--- config.mk ---
export PLATFORM = sky130hd
export DESIGN_NAME = speech_onset_det
export DESIGN_NICKNAME = d
export VERILOG_FILES = /design/src/rtl/sod_pkg.sv /design/src/rtl/sod_win_avg.sv /design/src/rtl/sod_onset_cmp.sv /design/src/rtl/sod_seg_capture.sv /design/src/rtl/speech_onset_det.sv
export SDC_FILE = /design/constraint.sdc
export NUM_CORES = 1
export LEC_CHECK = 0
export BUFFER_PORTS_ARGS = -buffer_cell sky130_fd_sc_hd__buf_2
export CORE_MARGIN = 2
export CORE_UTILIZATION = 40
export DETAILED_ROUTE_END_ITERATION = 16
export GPL_ROUTABILITY_DRIVEN = 0
export SETUP_SLACK_MARGIN = 0.05
export SYNTH_ARGS = -nofsm -noshare
export SYNTH_HDL_FRONTEND = slang
export SYNTH_SLANG_ARGS = --single-unit
--- constraint.sdc ---
create_clock -name clk -period 3.5 [get_ports clk]
set_clock_uncertainty 0.2 [all_clocks]
set_input_delay 0.35 -clock clk [delete_from_list [all_inputs] [get_ports clk]]
set_output_delay 0.35 -clock clk [all_outputs]
set_load 0.02 [all_outputs]
--- src/rtl/sod_pkg.sv ---
package sod_pkg;
  typedef enum logic [1:0] {
    ST_IDLE    = 2'd0,
    ST_DETECT  = 2'd1,
    ST_CAPTURE = 2'd2
  } sod_state_e;
endpackage

--- src/rtl/sod_win_avg.sv ---
// Accumulates one window of samples and presents its truncated mean
// in the cycle the closing sample is accepted.
module sod_win_avg #(
  parameter int SAMPLE_W = 8,
  parameter int WIN_LOG2 = 10
) (
  input  logic                clk,
  input  logic                rst_n,
  input  logic                clr,
  input  logic                en,
  input  logic                smp_valid,
  input  logic [SAMPLE_W-1:0] smp_data,
  output logic                win_done,
  output logic [SAMPLE_W-1:0] win_mean
);
  localparam int ACC_W = SAMPLE_W + WIN_LOG2;

  logic [ACC_W-1:0]    acc_q, acc_d, sum;
  logic [WIN_LOG2-1:0] cnt_q, cnt_d;
  logic                take;

  always_comb begin
    take     = en && smp_valid && !clr;
    sum      = acc_q + ACC_W'(smp_data);
    win_done = take && (cnt_q == '1);
    win_mean = sum[ACC_W-1 -: SAMPLE_W];
    acc_d    = acc_q;
    cnt_d    = cnt_q;
    if (clr) begin
      acc_d = '0;
      cnt_d = '0;
    end else if (take) begin
      cnt_d = cnt_q + 1'b1;
      acc_d = win_done ? '0 : sum;
    end
  end

  always_ff @(posedge clk or negedge rst_n) begin
    if (!rst_n) begin
      acc_q <= '0;
      cnt_q <= '0;
    end else begin
      acc_q <= acc_d;
      cnt_q <= cnt_d;
    end
  end

  // a cleared window starts empty
  p_clear_empties_r9: assert property (@(posedge clk) disable iff (!rst_n)
    clr |=> (cnt_q == '0 && acc_q == '0));
  // closing a window restarts the sample count
  p_window_restart_r2: assert property (@(posedge clk) disable iff (!rst_n)
    win_done |=> (cnt_q == '0));
endmodule

--- src/rtl/sod_onset_cmp.sv ---
// Holds the previous window mean and flags a rise beyond the threshold.
module sod_onset_cmp #(
  parameter int SAMPLE_W = 8
) (
  input  logic                clk,
  input  logic                rst_n,
  input  logic                clr,
  input  logic                win_done,
  input  logic [SAMPLE_W-1:0] win_mean,
  input  logic [SAMPLE_W-1:0] thresh,
  output logic                rise_hit
);
  logic [SAMPLE_W-1:0] prev_q, prev_d;
  logic                have_q, have_d;
  logic [SAMPLE_W:0]   bar;

  always_comb begin
    bar      = {1'b0, prev_q} + {1'b0, thresh};
    rise_hit = win_done && have_q && ({1'b0, win_mean} > bar);
    prev_d   = prev_q;
    have_d   = have_q;
    if (clr) begin
      prev_d = '0;
      have_d = 1'b0;
    end else if (win_done) begin
      prev_d = win_mean;
      have_d = 1'b1;
    end
  end

  always_ff @(posedge clk or negedge rst_n) begin
    if (!rst_n) begin
      prev_q <= '0;
      have_q <= 1'b0;
    end else begin
      prev_q <= prev_d;
      have_q <= have_d;
    end
  end

  // a reference mean exists once a window has closed
  p_reference_kept_r4: assert property (@(posedge clk) disable iff (!rst_n)
    (win_done && !clr) |=> have_q);
  // clearing drops the reference mean
  p_reference_dropped_r9: assert property (@(posedge clk) disable iff (!rst_n)
    clr |=> !have_q);
endmodule

--- src/rtl/sod_seg_capture.sv ---
// Forwards a fixed number of accepted samples with valid/last framing.
module sod_seg_capture #(
  parameter int SAMPLE_W = 8,
  parameter int SEG_LEN  = 5120
) (
  input  logic                clk,
  input  logic                rst_n,
  input  logic                en,
  input  logic                smp_valid,
  input  logic [SAMPLE_W-1:0] smp_data,
  output logic                seg_done,
  output logic                cap_valid,
  output logic [SAMPLE_W-1:0] cap_data,
  output logic                cap_last
);
  localparam int CNT_W = $clog2(SEG_LEN + 1);

  logic [CNT_W-1:0]    cnt_q, cnt_d;
  logic                take;
  logic                vld_d, last_d;
  logic [SAMPLE_W-1:0] dat_d;

  always_comb begin
    take     = en && smp_valid;
    seg_done = take && (cnt_q == CNT_W'(SEG_LEN - 1));
    cnt_d    = cnt_q;
    if (!en)           cnt_d = '0;
    else if (seg_done) cnt_d = '0;
    else if (take)     cnt_d = cnt_q + 1'b1;
    vld_d  = take;
    last_d = seg_done;
    dat_d  = take ? smp_data : cap_data;
  end

  always_ff @(posedge clk or negedge rst_n) begin
    if (!rst_n) begin
      cnt_q     <= '0;
      cap_valid <= 1'b0;
      cap_last  <= 1'b0;
      cap_data  <= '0;
    end else begin
      cnt_q     <= cnt_d;
      cap_valid <= vld_d;
      cap_last  <= last_d;
      cap_data  <= dat_d;
    end
  end

  // the segment counter never passes the segment length
  p_count_bound_r7: assert property (@(posedge clk) disable iff (!rst_n)
    cnt_q < CNT_W'(SEG_LEN));
  // the last marker only accompanies a forwarded sample
  p_last_framed_r8: assert property (@(posedge clk) disable iff (!rst_n)
    cap_last |-> cap_valid);
endmodule

--- src/rtl/speech_onset_det.sv ---
module speech_onset_det
  import sod_pkg::*;
#(
  parameter int SAMPLE_W = 8,
  parameter int WIN_LOG2 = 10,
  parameter int SEG_LEN  = 5120
) (
  input  logic                clk,
  input  logic                rst_n,
  input  logic                smp_valid,
  input  logic [SAMPLE_W-1:0] smp_data,
  input  logic [SAMPLE_W-1:0] thresh,
  input  logic                arm,
  output logic                onset_pulse,
  output logic                seg_active,
  output logic                cap_valid,
  output logic [SAMPLE_W-1:0] cap_data,
  output logic                cap_last
);
  sod_state_e          state_q, state_d;
  logic                detecting, win_done, rise_hit, seg_done, onset_d;
  logic [SAMPLE_W-1:0] win_mean;

  assign detecting  = (state_q == ST_DETECT);
  assign seg_active = (state_q == ST_CAPTURE);

  sod_win_avg #(.SAMPLE_W(SAMPLE_W), .WIN_LOG2(WIN_LOG2)) u_win (
    .clk(clk), .rst_n(rst_n), .clr(!detecting), .en(detecting),
    .smp_valid(smp_valid), .smp_data(smp_data),
    .win_done(win_done), .win_mean(win_mean)
  );

  sod_onset_cmp #(.SAMPLE_W(SAMPLE_W)) u_cmp (
    .clk(clk), .rst_n(rst_n), .clr(!detecting), .win_done(win_done),
    .win_mean(win_mean), .thresh(thresh), .rise_hit(rise_hit)
  );

  sod_seg_capture #(.SAMPLE_W(SAMPLE_W), .SEG_LEN(SEG_LEN)) u_cap (
    .clk(clk), .rst_n(rst_n), .en(seg_active),
    .smp_valid(smp_valid), .smp_data(smp_data), .seg_done(seg_done),
    .cap_valid(cap_valid), .cap_data(cap_data), .cap_last(cap_last)
  );

  always_comb begin
    state_d = state_q;
    onset_d = 1'b0;
    unique case (state_q)
      ST_DETECT: if (rise_hit) begin
        state_d = ST_CAPTURE;
        onset_d = 1'b1;
      end
      ST_CAPTURE: if (seg_done) state_d = ST_IDLE;
      ST_IDLE:    if (arm)      state_d = ST_DETECT;
      default:    state_d = ST_IDLE;
    endcase
  end

  always_ff @(posedge clk or negedge rst_n) begin
    if (!rst_n) begin
      state_q     <= ST_DETECT;
      onset_pulse <= 1'b0;
    end else begin
      state_q     <= state_d;
      onset_pulse <= onset_d;
    end
  end

  // onset is a single-cycle pulse
  p_onset_single_r6: assert property (@(posedge clk) disable iff (!rst_n)
    onset_pulse |=> !onset_pulse);
  // onset opens the segment in the same cycle
  p_onset_opens_seg_r6: assert property (@(posedge clk) disable iff (!rst_n)
    onset_pulse |-> seg_active);
  // the final sample closes the segment
  p_last_closes_seg_r8: assert property (@(posedge clk) disable iff (!rst_n)
    cap_last |-> !seg_active);
  // no onset while a segment is in progress
  p_quiet_in_capture_r10: assert property (@(posedge clk) disable iff (!rst_n)
    seg_active |=> !onset_pulse);
  // idle persists until armed
  p_idle_until_arm_r9: assert property (@(posedge clk) disable iff (!rst_n)
    (state_q == ST_IDLE && !arm) |=> (state_q == ST_IDLE));
endmodule

[After elaboration in Yosys (flattened, before gate mapping)]
Index checks and enable logic that the tools add are counted.
Word-level totals
  register bits: 63
  logic and storage cells: 52
  bits of input ports: 20
  output and inout port bits: 12
Cells by class
  order comparisons: 1
  eq/ne operators: 10
  reduce and logical (&&, ||, !) cells: 9
  add/sub/neg operators: 4
  multiplexer cells: 18
Operator list (count)
  2-to-1 mux 18 bit: 3
  2-to-1 mux 13 bit: 3
  2-to-1 mux 10 bit: 2
  adder 18 x 8 -> 18 bit: 1
  2-to-1 mux 8 bit: 2
  adder 13 x 1 -> 13 bit (second input constant): 1
  == test 13 bit (second input constant): 1
  adder 10 x 1 -> 10 bit (second input constant): 1
  == test 10 bit (second input constant): 1
  adder 8 x 8 -> 9 bit: 1
  greater-than comparator 8 x 9 -> 1 bit: 1
  inequality test 2 bit (second input constant): 4
  logical AND 1 bit: 7
  2-to-1 mux 2 bit: 3
  one-hot mux 2 bit (3 select lines): 1
  2-to-1 mux 1 bit: 4
  inequality test 3 bit (second input constant): 1
  AND reduction 3 bit: 1
  == test 2 x 1 -> 1 bit (second input constant): 1
  == test 2 bit (second input constant): 1
  logical NOT 2 bit: 1
  inequality test 2 x 1 -> 1 bit (second input constant): 1

[Depth between registers and ports, before layout]
Gate-level depths: netlist of run 1.
  depth in word-level cells: 8
  mapped depth: 13
  mapped depth without buffers: 13

[Hierarchy]
A second synthesis of run 1 with hierarchy kept.
Unflattened totals
  cell total of the unflattened synthesis: 408
  area, all modules: 3862.5 µm²
By module, submodules not included
  sod_win_avg: seq. area each 700.7 µm², times used 1, cells an instance 191, area an instance 1774.2 µm²
  sod_seg_capture: seq. area each 575.6 µm², times used 1, cells an instance 113, area an instance 1088.5 µm²
  sod_onset_cmp: seq. area each 225.2 µm², times used 1, cells an instance 92, area an instance 867.1 µm²
  speech_onset_det: seq. area each 76.3 µm², times used 1, cells an instance 12, area an instance 132.6 µm²

[Worst setup path after synthesis of run 1]
Ideal clock, no wire load.
  path kind: input port to flip-flop
  start: input port smp_data[0]
  end: register state_q[0]
  stages: 13
  library setup time: 0.077 ns
  required time: 3.223 ns
  data arrival time: 2.955 ns
  path buffers: 0
  path slack: 0.268 ns
  path through: ha_1 inv_1 fa_1 nand2b_1 a21o_1 a2111oi_4 xor2_2 ha_1 and3_1 nand3_1 o21ai_0 or3_1 o21a_1
On the way
  longest elaborated chain between the ends: 5
RTL lines
  start, declared: line speech_onset_det.sv:11  | input logic [SAMPLE_W-1:0] smp_data,
  adder 18 x 8 -> 18 bit: line sod_win_avg.sv:24  | sum = acc_q + ACC_W'(smp_data);
  greater-than comparator 8 x 9 -> 1 bit: line sod_onset_cmp.sv:19  | rise_hit = win_done && have_q && ({1'b0, win_mean} > bar);
  logical AND 1 bit: line sod_onset_cmp.sv:19
  inequality test 2 bit (no source line)
  AND reduction 3 bit (no source line)
  end signal, assigned: line speech_onset_det.sv:63  | state_q <= state_d;
  end, declared: line speech_onset_det.sv:20  | sod_state_e state_q, state_d;
No other way between the ends.
A chain may end at the register's enable or synchronous reset.

[Worst setup path in the final report of run 1]
  start: register u_win.acc_q[0]
  end: register state_q[0]
On the way
  longest elaborated chain between the ends: 5
RTL lines
  start, declared: line sod_win_avg.sv:18  | logic [ACC_W-1:0] acc_q, acc_d, sum;
  start signal, assigned: line sod_win_avg.sv:40  | acc_q <= '0;
  start signal, assigned: line sod_win_avg.sv:43  | acc_q <= acc_d;
  adder 18 x 8 -> 18 bit: line sod_win_avg.sv:24
  greater-than comparator 8 x 9 -> 1 bit: line sod_onset_cmp.sv:19
  logical AND 1 bit: line sod_onset_cmp.sv:19
  inequality test 2 bit (no source line)
  AND reduction 3 bit (no source line)
No other way between the ends.

==> summary.txt, run 1 <==
placed insts -> 577
CP endpoint kind -> flip-flop
Die Wd -> 103 µm
Worst-path clk slew -> 70 ps
layout cells sized above 1 -> 0.198
critical path peak fanout -> 3
outcome -> finished, final reports clean
CP Launch Type -> flip-flop
R2R Setup Slk -> 70 ps
Post-Syn Instances -> 412
antenna cells -> 0
Primary FF master, synth -> dfrtp_1
# DRC -> 0
largest net degree at the start of global routing -> 32
PnR worst setup slack -> 70.1 ps
Worst Hold Path Cells -> 2
GR Util All Layers -> 0.182
Synthesized Nets -> 460
final worst path period share -> 0.980
die span in y -> 103 µm
Slew Viols, Final -> 0
reg2reg path depth -> 14
Synth area leader -> dfrtp_1
synth warn -> 0
Data required, critical path -> 3580 ps
HP Start -> smp_data[7]
CTS Buf Count -> 9
Synth Area in Adders -> 0.0930
CTS Sinks -> 63
dpl ws -> 14.0 ps
FF+latch count, synth -> 63
pwr dens -> 492 nW/µm²
vias -> 3214
Reg-to-Reg End -> state_q[0]$_DFFE_PN1P_
Max Freq -> 292 MHz
Routed WL per cell -> 15.1 µm
Max H-tree Level -> 3
crit path DAT -> 3510 ps
Max VDD drop -> 304 µV
I/O pin count -> 32
slowest stage cell on the critical path -> or3_4
vias per inst -> 5.38
core area -> 9640 µm²
post-route ant nets -> 0
vias in the first global route -> 3210
initial antenna violation count -> 0
PortBufs -> 31
First-pass DRT Iterations -> 4
leakage power -> 2.11 nW
most frequent cells in the layout -> dfrtp_1 (62), nor2_1 (40), nand2_1 (34)
top post-synthesis cells by area -> dfrtp_1 (39%), ha_1 (8.3%), xor2_1 (4.0%)
Slew headroom -> 0.416
Synth top area share -> 0.395
Slowest Stage Delay on Critical Path -> 400 ps
Rows -> 36
async set or reset register ratio after synthesis -> 1.00
most common cell after layout, fill and taps aside -> dfrtp_1
Initial DRC Count -> 72
starting density of the core -> 0.408
area of the die -> 10600 µm²
Final Hold Fails -> 0
RSZ-0062 raised after global routing -> true
syn_area_per_cell -> 9.54 µm²
CTS tree -> built
utilization after layout -> 0.477
main combinational cell family by area after synthesis -> simple AND/OR/NAND/NOR gates
# fillers -> 945
final setup fails -> 0
Crit Path Class -> reg -> reg
fin nets -> 507
EDFF count, synth -> 0
hold path endpoint -> u_cap.cap_data[7]$_DFFE_PN0P_
clk buf depth -> 2
Area growth syn-to-layout -> 16.9%
post-synthesis mux area share -> 0.0277
sequential-to-total area share from yosys stat -> 0.401
xor/xnor share of the synthesized area -> 0.0755
Post-DP HPWL -> 6.44 mm
grt total ovfl -> 0
drt total wl -> 9.03 mm
first-pass GRT wire length -> 15.0 mm
Critical Path, Cell by Cell -> ha_2, inv_2, fa_2, nand2b_4, a21o_4, buf_6, a211oi_4, xor2_1, ha_1, and3_4, nand3_2, o21ai_2, or3_4, o21a_1
Synth Area in Compound Gates -> 0.174
Syn Std Cell Area -> 3930 µm²
final cell count without fillers -> 597
reg2reg start -> u_win.acc_q[0]$_DFFE_PN0P_
max-cap violations -> 0
Synth Area in Simple Gates -> 0.201
worst hold slack -> 58.9 ps
worst slew pin tran -> 870 ps
Clock Tree Root -> clkbuf_8
Clock Latency Late Sink -> 350 ps
Hold Path Class -> in -> reg
synth unique cells -> 60
Period minus WS final -> 3430 ps
[kinds of logic (layout without fill, tap and decap cells)]
family,Yosys count,after routing
flops,63,63
simple gates,153,153
mux,10,10
fa+ha+maj,28,28
buf+inv,26,78
compound gates,99,99
xor+xnor,33,33
[layout make-up]
type | count | area [µm²] | share of cell area
clock inverters | 5 | 56.3 | 0.0123
well taps | 133 | 166 | 0.0362
multi-input cells | 323 | 2310 | 0.504
clock buffers | 11 | 141 | 0.0308
flip-flops and latches | 63 | 1580 | 0.343
repair buffers | 47 | 282 | 0.0613
inverters | 15 | 56.3 | 0.0123
[critical path: cells and delay by family, from the launching register on]
family	cells	cell delay (ps)
AND/OR/NAND/NOR	4	810
buffers and inverters	2	160
AO/OA/AOI/OAI	4	760
flip-flops	1	370
adder cells (fa/ha/maj)	3	820
XOR/XNOR	1	240
[layer usage]
layer,GRT usage,vias to the layer above,share of wire
met2,0.305,46,0.49
met5,0,-,0
met4,0.0628,0,0.019
li1,-,1585,-
met3,0.0366,16,0.026
met1,0.233,1567,0.46
[flip-flops by register name, summed over array words and instances, names as in the netlist, 2 cells and up]
name,cells
u_cap.cnt_q,13
u_win.acc_q,18
u_cmp.prev_q,8
u_cap.cap_data,8
u_win.cnt_q,10
state_q,2
[power breakdown]
| part | switching, mW | internal [mW] |
|---|---|---|
| registers | 0.0899 | 0.822 |
| logic | 0.406 | 0.298 |
| clock network | 0.297 | 0.349 |
[synthesized netlist by cell type, types with 2 or more instances]
cell       number
dfrtp_1        62
fa_1            2
nor3_1          5
a21oi_1        21
nand4b_1        2
o21a_1          5
nor2b_1         2
xor2_1         18
o211ai_1        7
buf_2           4
o211a_1         2
nand2_1        34
or3_1           3
a31oi_1         9
o21ai_1        10
nand3_1        21
o2111ai_1       5
clkbuf_1        5
a211o_1         3
mux2i_1         3
a211oi_2        3
o21ai_0        14
and3_1         10
xnor2_1        14
nand2b_1       12
mux2_2          7
ha_1           26
nor2_1         40
inv_1          15
a21o_1          9
nand4_1        10
[how the worst max path moves through the flow]
stage                                           from  slack, ps                     end
after floorplan                          smp_data[0]        270  state_q[0]$_DFFE_PN1P_
after global placement                   smp_data[0]         70  state_q[0]$_DFFE_PN1P_
after detailed placement                 smp_data[0]         10  state_q[0]$_DFFE_PN1P_
after CTS                 u_win.acc_q[0]$_DFFE_PN0P_         90  state_q[0]$_DFFE_PN1P_
after global routing      u_win.acc_q[0]$_DFFE_PN0P_        -50  state_q[0]$_DFFE_PN1P_
final                     u_win.acc_q[0]$_DFFE_PN0P_         70  state_q[0]$_DFFE_PN1P_
[per-stage QoR]
stage | instance area, µm² | power, mW | TNS (ps)
after floorplan | 3930 | 1.38 | 0
after global placement | 4290 | 1.56 | 0
after detailed placement | 4290 | 1.57 | 0
after CTS | 4500 | 2.23 | 0
after global routing | 4590 | 2.42 | -77.7
final | 4590 | 2.26 | 0
[repair_timing]
item,4_1_cts,5_1_grt
hold buffers,1,0
setup endpoints to repair,0,3
endpoints found under the hold margin,29,0
setup buffers,0,3
gates resized for setup,0,15
Note: power is estimated with default switching activity, not from simulation.
==> inputs of run 2 (changes only) <==
ABC_AREA = 1   (was not set)
==> summary.txt, run 2 <==
outcome -> finished, final reports clean (unchanged)
Synth area leader -> dfrtp_1 (unchanged)
Max VDD drop -> 265 µV (was 304 µV)
I/O pin count -> 32 (unchanged)
Max H-tree Level -> 3 (unchanged)
CTS Sinks -> 63 (unchanged)
initial antenna violation count -> 0 (unchanged)
Slew headroom -> 0.684 (was 0.416)
# DRC -> 0 (unchanged)
vias in the first global route -> 3518 (was 3210)
final worst path period share -> 0.898 (was 0.980)
EDFF count, synth -> 0 (unchanged)
Post-CTS Setup Bufs -> 0 (unchanged)
final setup fails -> 0 (unchanged)
sequential-to-total area share from yosys stat -> 0.386 (was 0.401)
HP Start -> smp_data[0] (was smp_data[7])
grt total ovfl -> 0 (unchanged)
core area -> 9860 µm² (was 9640 µm²)
Critical Path, Cell by Cell -> ha_1, inv_1, fa_1, inv_1, nand3_1, nand2_1, nand2_1, nand2_1, nand2_1, nand2_1, nand2_1, and2_1, ha_1, nand2_1, nor2_1, nand2_1, nand2_1, nand2_1, nand2_1, nand2_1, nand2_1, nand2_1, nand2_1, nand2_1 (was ha_2, inv_2, fa_2, nand2b_4, a21o_4, buf_6, a211oi_4, xor2_1, ha_1, and3_4, nand3_2, o21ai_2, or3_4, o21a_1)
commonest cells in the netlist -> nand2_1 (184), inv_1 (68), dfrtp_1 (62) (was dfrtp_1 (62), nor2_1 (40), nand2_1 (34))
Worst-path clk slew -> 70 ps (about the same)
worst slew pin tran -> 475 ps (was 870 ps)
layout cells sized above 1 -> 0.115 (was 0.198)
crit path DAT -> 3230 ps (was 3510 ps)
most frequent cells in the layout -> nand2_1 (184), inv_1 (68), dfrtp_1 (62) (was dfrtp_1 (62), nor2_1 (40), nand2_1 (34))
CP Launch Type -> flip-flop (unchanged)
Syn Std Cell Area -> 4090 µm² (was 3930 µm²)
max reg flops -> 18 (unchanged)
max-cap violations -> 0 (unchanged)
worst hold slack -> 18.3 ps (was 58.9 ps)
# fillers -> 997 (was 945)
First-pass DRT Iterations -> 5 (was 4)
Clock Tree Root -> clkbuf_8 (unchanged)
Period minus WS final -> 3140 ps (was 3430 ps)
Synthesized Nets -> 605 (was 460)
synth warn -> 0 (unchanged)
most common cell after layout, fill and taps aside -> nand2_1 (was dfrtp_1)
dpl ws -> 274 ps (was 14.0 ps)
Worst setup startpoint -> u_win.acc_q[0]$_DFFE_PN0P_ (unchanged)
fin nets -> 645 (was 507)
critical path peak fanout -> 4 (was 3)
R2R Setup Slk -> 360 ps (was 70 ps)
area of the die -> 11000 µm² (was 10600 µm²)
synth unique cells -> 35 (was 60)
clk buf depth -> 2 (unchanged)
reg2reg start -> u_win.acc_q[0]$_DFFE_PN0P_ (unchanged)
Hold Path Class -> in -> reg (unchanged)
Slew Viols, Final -> 0 (unchanged)
vias per inst -> 4.93 (was 5.38)
cell repeated most along the worst path -> nand2_1
pwr dens -> 449 nW/µm² (was 492 nW/µm²)
PortBufs -> 31 (unchanged)
Data required, critical path -> 3590 ps (was 3580 ps)
post-route ant nets -> 0 (unchanged)
Top Registers -> u_win.acc_q (18), u_cap.cnt_q (13), u_win.cnt_q (10) (unchanged)
PnR worst setup slack -> 358 ps (was 70.1 ps)
Routed WL per cell -> 12.7 µm (was 15.1 µm)
vias -> 3623 (was 3214)
reg2reg path depth -> 24 (was 14)
first-pass GRT wire length -> 16.4 mm (was 15.0 mm)
drt total wl -> 9.33 mm (was 9.03 mm)
antenna cells -> 0 (unchanged)
Crit Path Class -> reg -> reg (unchanged)
Die Wd -> 105 µm (was 103 µm)
RSZ-0062 raised after global routing -> false (was true)
Slowest Stage Delay on Critical Path -> 400 ps (about the same)
GR Util All Layers -> 0.185 (was 0.182)
Worst setup endpoint -> state_q[0]$_DFFE_PN1P_ (unchanged)
Final Hold Fails -> 0 (unchanged)
leakage power -> 2.45 nW (was 2.11 nW)
# resized after CTS -> 0 (unchanged)
slowest stage cell on the critical path -> fa_1 (was or3_4)
Post-DP HPWL -> 7.07 mm (was 6.44 mm)
CTS Buf Count -> 9 (unchanged)
Setup TNS -> 0 ps (unchanged)
CP endpoint kind -> flip-flop (unchanged)
utilization after layout -> 0.465 (was 0.477)
Rows -> 36 (unchanged)
Primary FF master, synth -> dfrtp_1 (unchanged)
syn_area_per_cell -> 7.34 µm² (was 9.54 µm²)
top post-synthesis cells by area -> dfrtp_1 (38%), nand2_1 (17%), ha_1 (8.0%) (was dfrtp_1 (39%), ha_1 (8.3%), xor2_1 (4.0%))
Post-Syn Instances -> 557 (was 412)
CTS tree -> built (unchanged)
die span in y -> 105 µm (was 103 µm)
Top reg by flops -> u_win.acc_q (unchanged)
FF+latch count, synth -> 63 (unchanged)
Clock Latency Late Sink -> 360 ps (was 350 ps)
Area growth syn-to-layout -> 12.2% (was 16.9%)
most frequent cell after synthesis -> nand2_1 (was dfrtp_1)
async set or reset register ratio after synthesis -> 1.00 (unchanged)
Initial DRC Count -> 168 (was 72)
Reg-to-Reg End -> state_q[0]$_DFFE_PN1P_ (unchanged)
Synth top area share -> 0.379 (was 0.395)
largest net degree at the start of global routing -> 37 (was 32)
Max Freq -> 318 MHz (was 292 MHz)
starting density of the core -> 0.415 (was 0.408)
run 2: changes by cell type after synthesis, moves of 8 or more:
cell / previous run / this run
nand2b_1: 12 / 0
nand2_1: 34 / 184
and3_1: 10 / 2
xnor2_1: 14 / 4
a31oi_1: 9 / 1
inv_1: 15 / 68
xor2_1: 18 / 8
o21ai_0: 14 / 22
nand3_1: 21 / 52
run 2: repair_timing:
item / CTS / global route
endpoints found under the hold margin: 62 / 0
hold buffers: 1 / 0
setup endpoints to repair: 0 / 0
run 2: where the power goes:
group          total [mW]  internal, mW  switching [mW]
registers           0.865         0.804          0.0610
clock network       0.636         0.326           0.310
logic               0.559         0.201           0.359
total                2.06          1.33           0.729
run 2: worst min-delay path by stage:
stage / slack, ps / endpoint / cells after the start
6_report: 20 / u_cap.cap_data[0]$_DFFE_PN0P_ / 3
5_1_grt: 20 / u_cap.cap_data[3]$_DFFE_PN0P_ / 3
4_1_cts: 9 / u_cap.cap_data[0]$_DFFE_PN0P_ / 3
3_5_place_dp: -20 / u_cap.cnt_q[9]$_DFFE_PN0P_ / 1
3_3_place_gp: -20 / u_cap.cnt_q[9]$_DFFE_PN0P_ / 1
2_1_floorplan: -150 / onset_pulse$_DFF_PN0_ / 0
run 2: final cells by class:
cell class,count,area (µm²),area share
Multi-Input combinational cell,415,2190,0.478
Sequential cell,63,1580,0.344
Inverter,74,283,0.0616
Timing Repair Buffer,34,180,0.0393
Tap cell,133,166,0.0363
Clock buffer,10,128,0.0278
Clock inverter,6,61.3,0.0134
run 2: routing by layer:
layer	vias to the layer above	track usage	wire [µm]
met5	-	0	0
met3	14	0.0443	356
met1	1677	0.242	4380
met2	56	0.300	4450
li1	1876	-	-
met4	0	0.0610	151
run 2: through the flow:
stage,area (µm²),cells,power [mW]
6_report,4590,735,2.06
5_1_grt,4590,735,2.21
4_1_cts,4590,735,2.08
3_5_place_dp,4390,718,1.43
3_3_place_gp,4390,718,1.43
2_1_floorplan,4090,557,1.29
run 2: cell families after synthesis:
| logic type | Yosys count | share of synthesized area |
|---|---|---|
| and+or+nand+nor | 320 | 0.347 |
| buffers and inverters | 79 | 0.0783 |
| DFF | 63 | 0.386 |
| AOI/OAI and AO/OA | 54 | 0.0713 |
| adders and majority gates | 28 | 0.0894 |
| xor gates and xnor gates | 12 | 0.0257 |
| muxes | 1 | 0.00245 |
run 2: critical path, delay by kind of cell (launching register included):
family / cells / cell delay [ps]
AND/OR/NAND/NOR: 19 / 1510
adder cells (fa/ha/maj): 3 / 910
buffers and inverters: 2 / 140
flip-flops: 1 / 340
==> inputs of run 3 (changes only) <==
RECOVER_POWER = 100   (was not set)
==> summary.txt, run 3 (synthesized netlist as in run 2, its figures left out) <==
layout cells sized above 1 -> 0.0714 (was 0.115)
Post-DP HPWL -> 7.07 mm (unchanged)
I/O pin count -> 32 (unchanged)
outcome -> complete, but fails checks (was finished, final reports clean)
post-route ant nets -> 0 (unchanged)
hold path endpoint -> u_cap.cap_data[0]$_DFFE_PN0P_ (unchanged)
GR Util All Layers -> 0.185 (unchanged)
most common cell after layout, fill and taps aside -> nand2_1 (unchanged)
Top Registers -> u_win.acc_q (18), u_cap.cnt_q (13), u_win.cnt_q (10) (unchanged)
grt total ovfl -> 0 (unchanged)
Routed WL per cell -> 12.7 µm (about the same)
Area growth syn-to-layout -> 10.6% (was 12.2%)
drt total wl -> 9.35 mm (was 9.33 mm)
area of the die -> 11000 µm² (unchanged)
Worst-path clk slew -> 70 ps (about the same)
# resized after CTS -> 0 (unchanged)
die span in y -> 105 µm (unchanged)
pwr dens -> 454 nW/µm² (was 449 nW/µm²)
Slew Viols, Final -> 37 (was 0)
Slew headroom -> -0.325 (was 0.684)
worst slew pin tran -> 1990 ps (was 475 ps)
vias per inst -> 4.92 (was 4.93)
Post-CTS Setup Bufs -> 0 (unchanged)
Reg-to-Reg End -> state_q[0]$_DFFE_PN1P_ (unchanged)
Clock Tree Root -> clkbuf_8 (unchanged)
CTS Buf Count -> 9 (unchanged)
Die Wd -> 105 µm (unchanged)
Crit Path Class -> reg -> reg (unchanged)
crit path DAT -> 3240 ps (was 3230 ps)
fin nets -> 645 (unchanged)
RSZ-0062 raised after global routing -> false (unchanged)
Final Hold Fails -> 0 (unchanged)
Hold Path Class -> in -> reg (unchanged)
Clock Latency Late Sink -> 360 ps (about the same)
CP endpoint kind -> flip-flop (unchanged)
largest net degree at the start of global routing -> 37 (unchanged)
most frequent cells in the layout -> nand2_1 (185), inv_1 (73), dfrtp_1 (62) (was nand2_1 (184), inv_1 (68), dfrtp_1 (62))
CP Launch Type -> flip-flop (unchanged)
Top reg by flops -> u_win.acc_q (unchanged)
# DRC -> 0 (unchanged)
Worst Hold Path Cells -> 3 (unchanged)
starting density of the core -> 0.415 (unchanged)
First-pass DRT Iterations -> 4 (was 5)
Max H-tree Level -> 3 (unchanged)
Data required, critical path -> 3590 ps (about the same)
reg2reg path depth -> 24 (unchanged)
vias -> 3619 (was 3623)
Period minus WS final -> 3150 ps (was 3140 ps)
Max VDD drop -> 267 µV (was 265 µV)
HP Start -> smp_data[0] (unchanged)
Initial DRC Count -> 159 (was 168)
final worst path period share -> 0.899 (was 0.898)
max-cap violations -> 1 (was 0)
initial antenna violation count -> 0 (unchanged)
Setup TNS -> 0 ps (unchanged)
CTS tree -> built (unchanged)
PortBufs -> 31 (unchanged)
final setup fails -> 0 (unchanged)
max reg flops -> 18 (unchanged)
Rows -> 36 (unchanged)
CTS Sinks -> 63 (unchanged)
first-pass GRT wire length -> 16.4 mm (unchanged)
leakage power -> 2.38 nW (was 2.45 nW)
failing checks -> capacitance limit, slew limit
reg2reg start -> u_win.acc_q[0]$_DFFE_PN0P_ (unchanged)
worst hold slack -> 17.8 ps (was 18.3 ps)
antenna cells -> 0 (unchanged)
critical path peak fanout -> 4 (unchanged)
clk buf depth -> 2 (unchanged)
vias in the first global route -> 3518 (unchanged)
utilization after layout -> 0.458 (was 0.465)
Max Freq -> 318 MHz (about the same)
core area -> 9860 µm² (unchanged)
R2R Setup Slk -> 350 ps (was 360 ps)
run 3: changes by cell type in the layout (fill, tap and decap cells not counted), moves of 2 or more:
cell	before	now
nor2_4	5	2
nor2_1	37	40
inv_1	68	73
buf_4	2	0
o21ai_1	5	0
o21ai_0	22	27
clkbuf_1	1	16
inv_2	5	0
buf_2	31	18
run 3: timing repair:
item	4_1_cts	5_1_grt
endpoints found under the hold margin	62	0
hold buffers	1	0
setup endpoints to repair	0	0
run 3: critical path, stage by stage (launching register included):
cell and delay (ps):
dfrtp_1 340, ha_1 220, inv_1 70, fa_1 400, inv_1 80, nand3_1 60, nand2_1 160, nand2_1 70
nand2_1 110, nand2_1 80, nand2_1 60, nand2_1 70, and2_0 140, ha_1 300, nand2_1 110, nor2_1 50
nor2_1 90, nand2_1 60, nand2_1 60, nand2_1 40, nand2_1 60, nand2_1 60, nand2_1 80, nand2_1 60
nand2_1 80
run 3: metal layers:
metal / track usage / up-vias / share of wire
met5: 0 / - / 0
met4: 0.0610 / 0 / 0.018
met3: 0.0443 / 11 / 0.024
met2: 0.300 / 43 / 0.48
met1: 0.242 / 1692 / 0.48
li1: - / 1873 / -
run 3: through the flow:
stage          total power, mW  cell area [µm²]  cells  setup slack [ps]
2_1_floorplan             1.29             4090    557               668
3_3_place_gp              1.43             4390    718               358
3_5_place_dp              1.43             4390    718               274
6_report                  2.05             4520    735               352
5_1_grt                   2.20             4520    735              60.8
4_1_cts                   2.08             4590    735               378
run 3: how the worst max path moves through the flow:
stage                          startpoint                endpoint  slack, ps
3_5_place_dp                  smp_data[0]  state_q[0]$_DFFE_PN1P_        270
5_1_grt        u_win.acc_q[0]$_DFFE_PN0P_  state_q[0]$_DFFE_PN1P_         60
4_1_cts        u_win.acc_q[0]$_DFFE_PN0P_  state_q[0]$_DFFE_PN1P_        380
3_3_place_gp                  smp_data[0]  state_q[0]$_DFFE_PN1P_        360
6_report       u_win.acc_q[0]$_DFFE_PN0P_  state_q[0]$_DFFE_PN1P_        350
2_1_floorplan                 smp_data[0]   onset_pulse$_DFF_PN0_        670
run 3: final cells by class:
type | count | area (µm²)
clock buffer | 10 | 128
clock inverter | 6 | 61.3
fill | 1003 | 5340
inverter | 74 | 279
multi-input combinational | 415 | 2150
sequential | 63 | 1580
tap | 133 | 166
timing repair buffer | 34 | 156
run 3: power breakdown:
group | internal [mW] | switching, mW
Combinational | 0.197 | 0.355
Sequential | 0.803 | 0.0608
Clock | 0.326 | 0.311
Total | 1.33 | 0.726
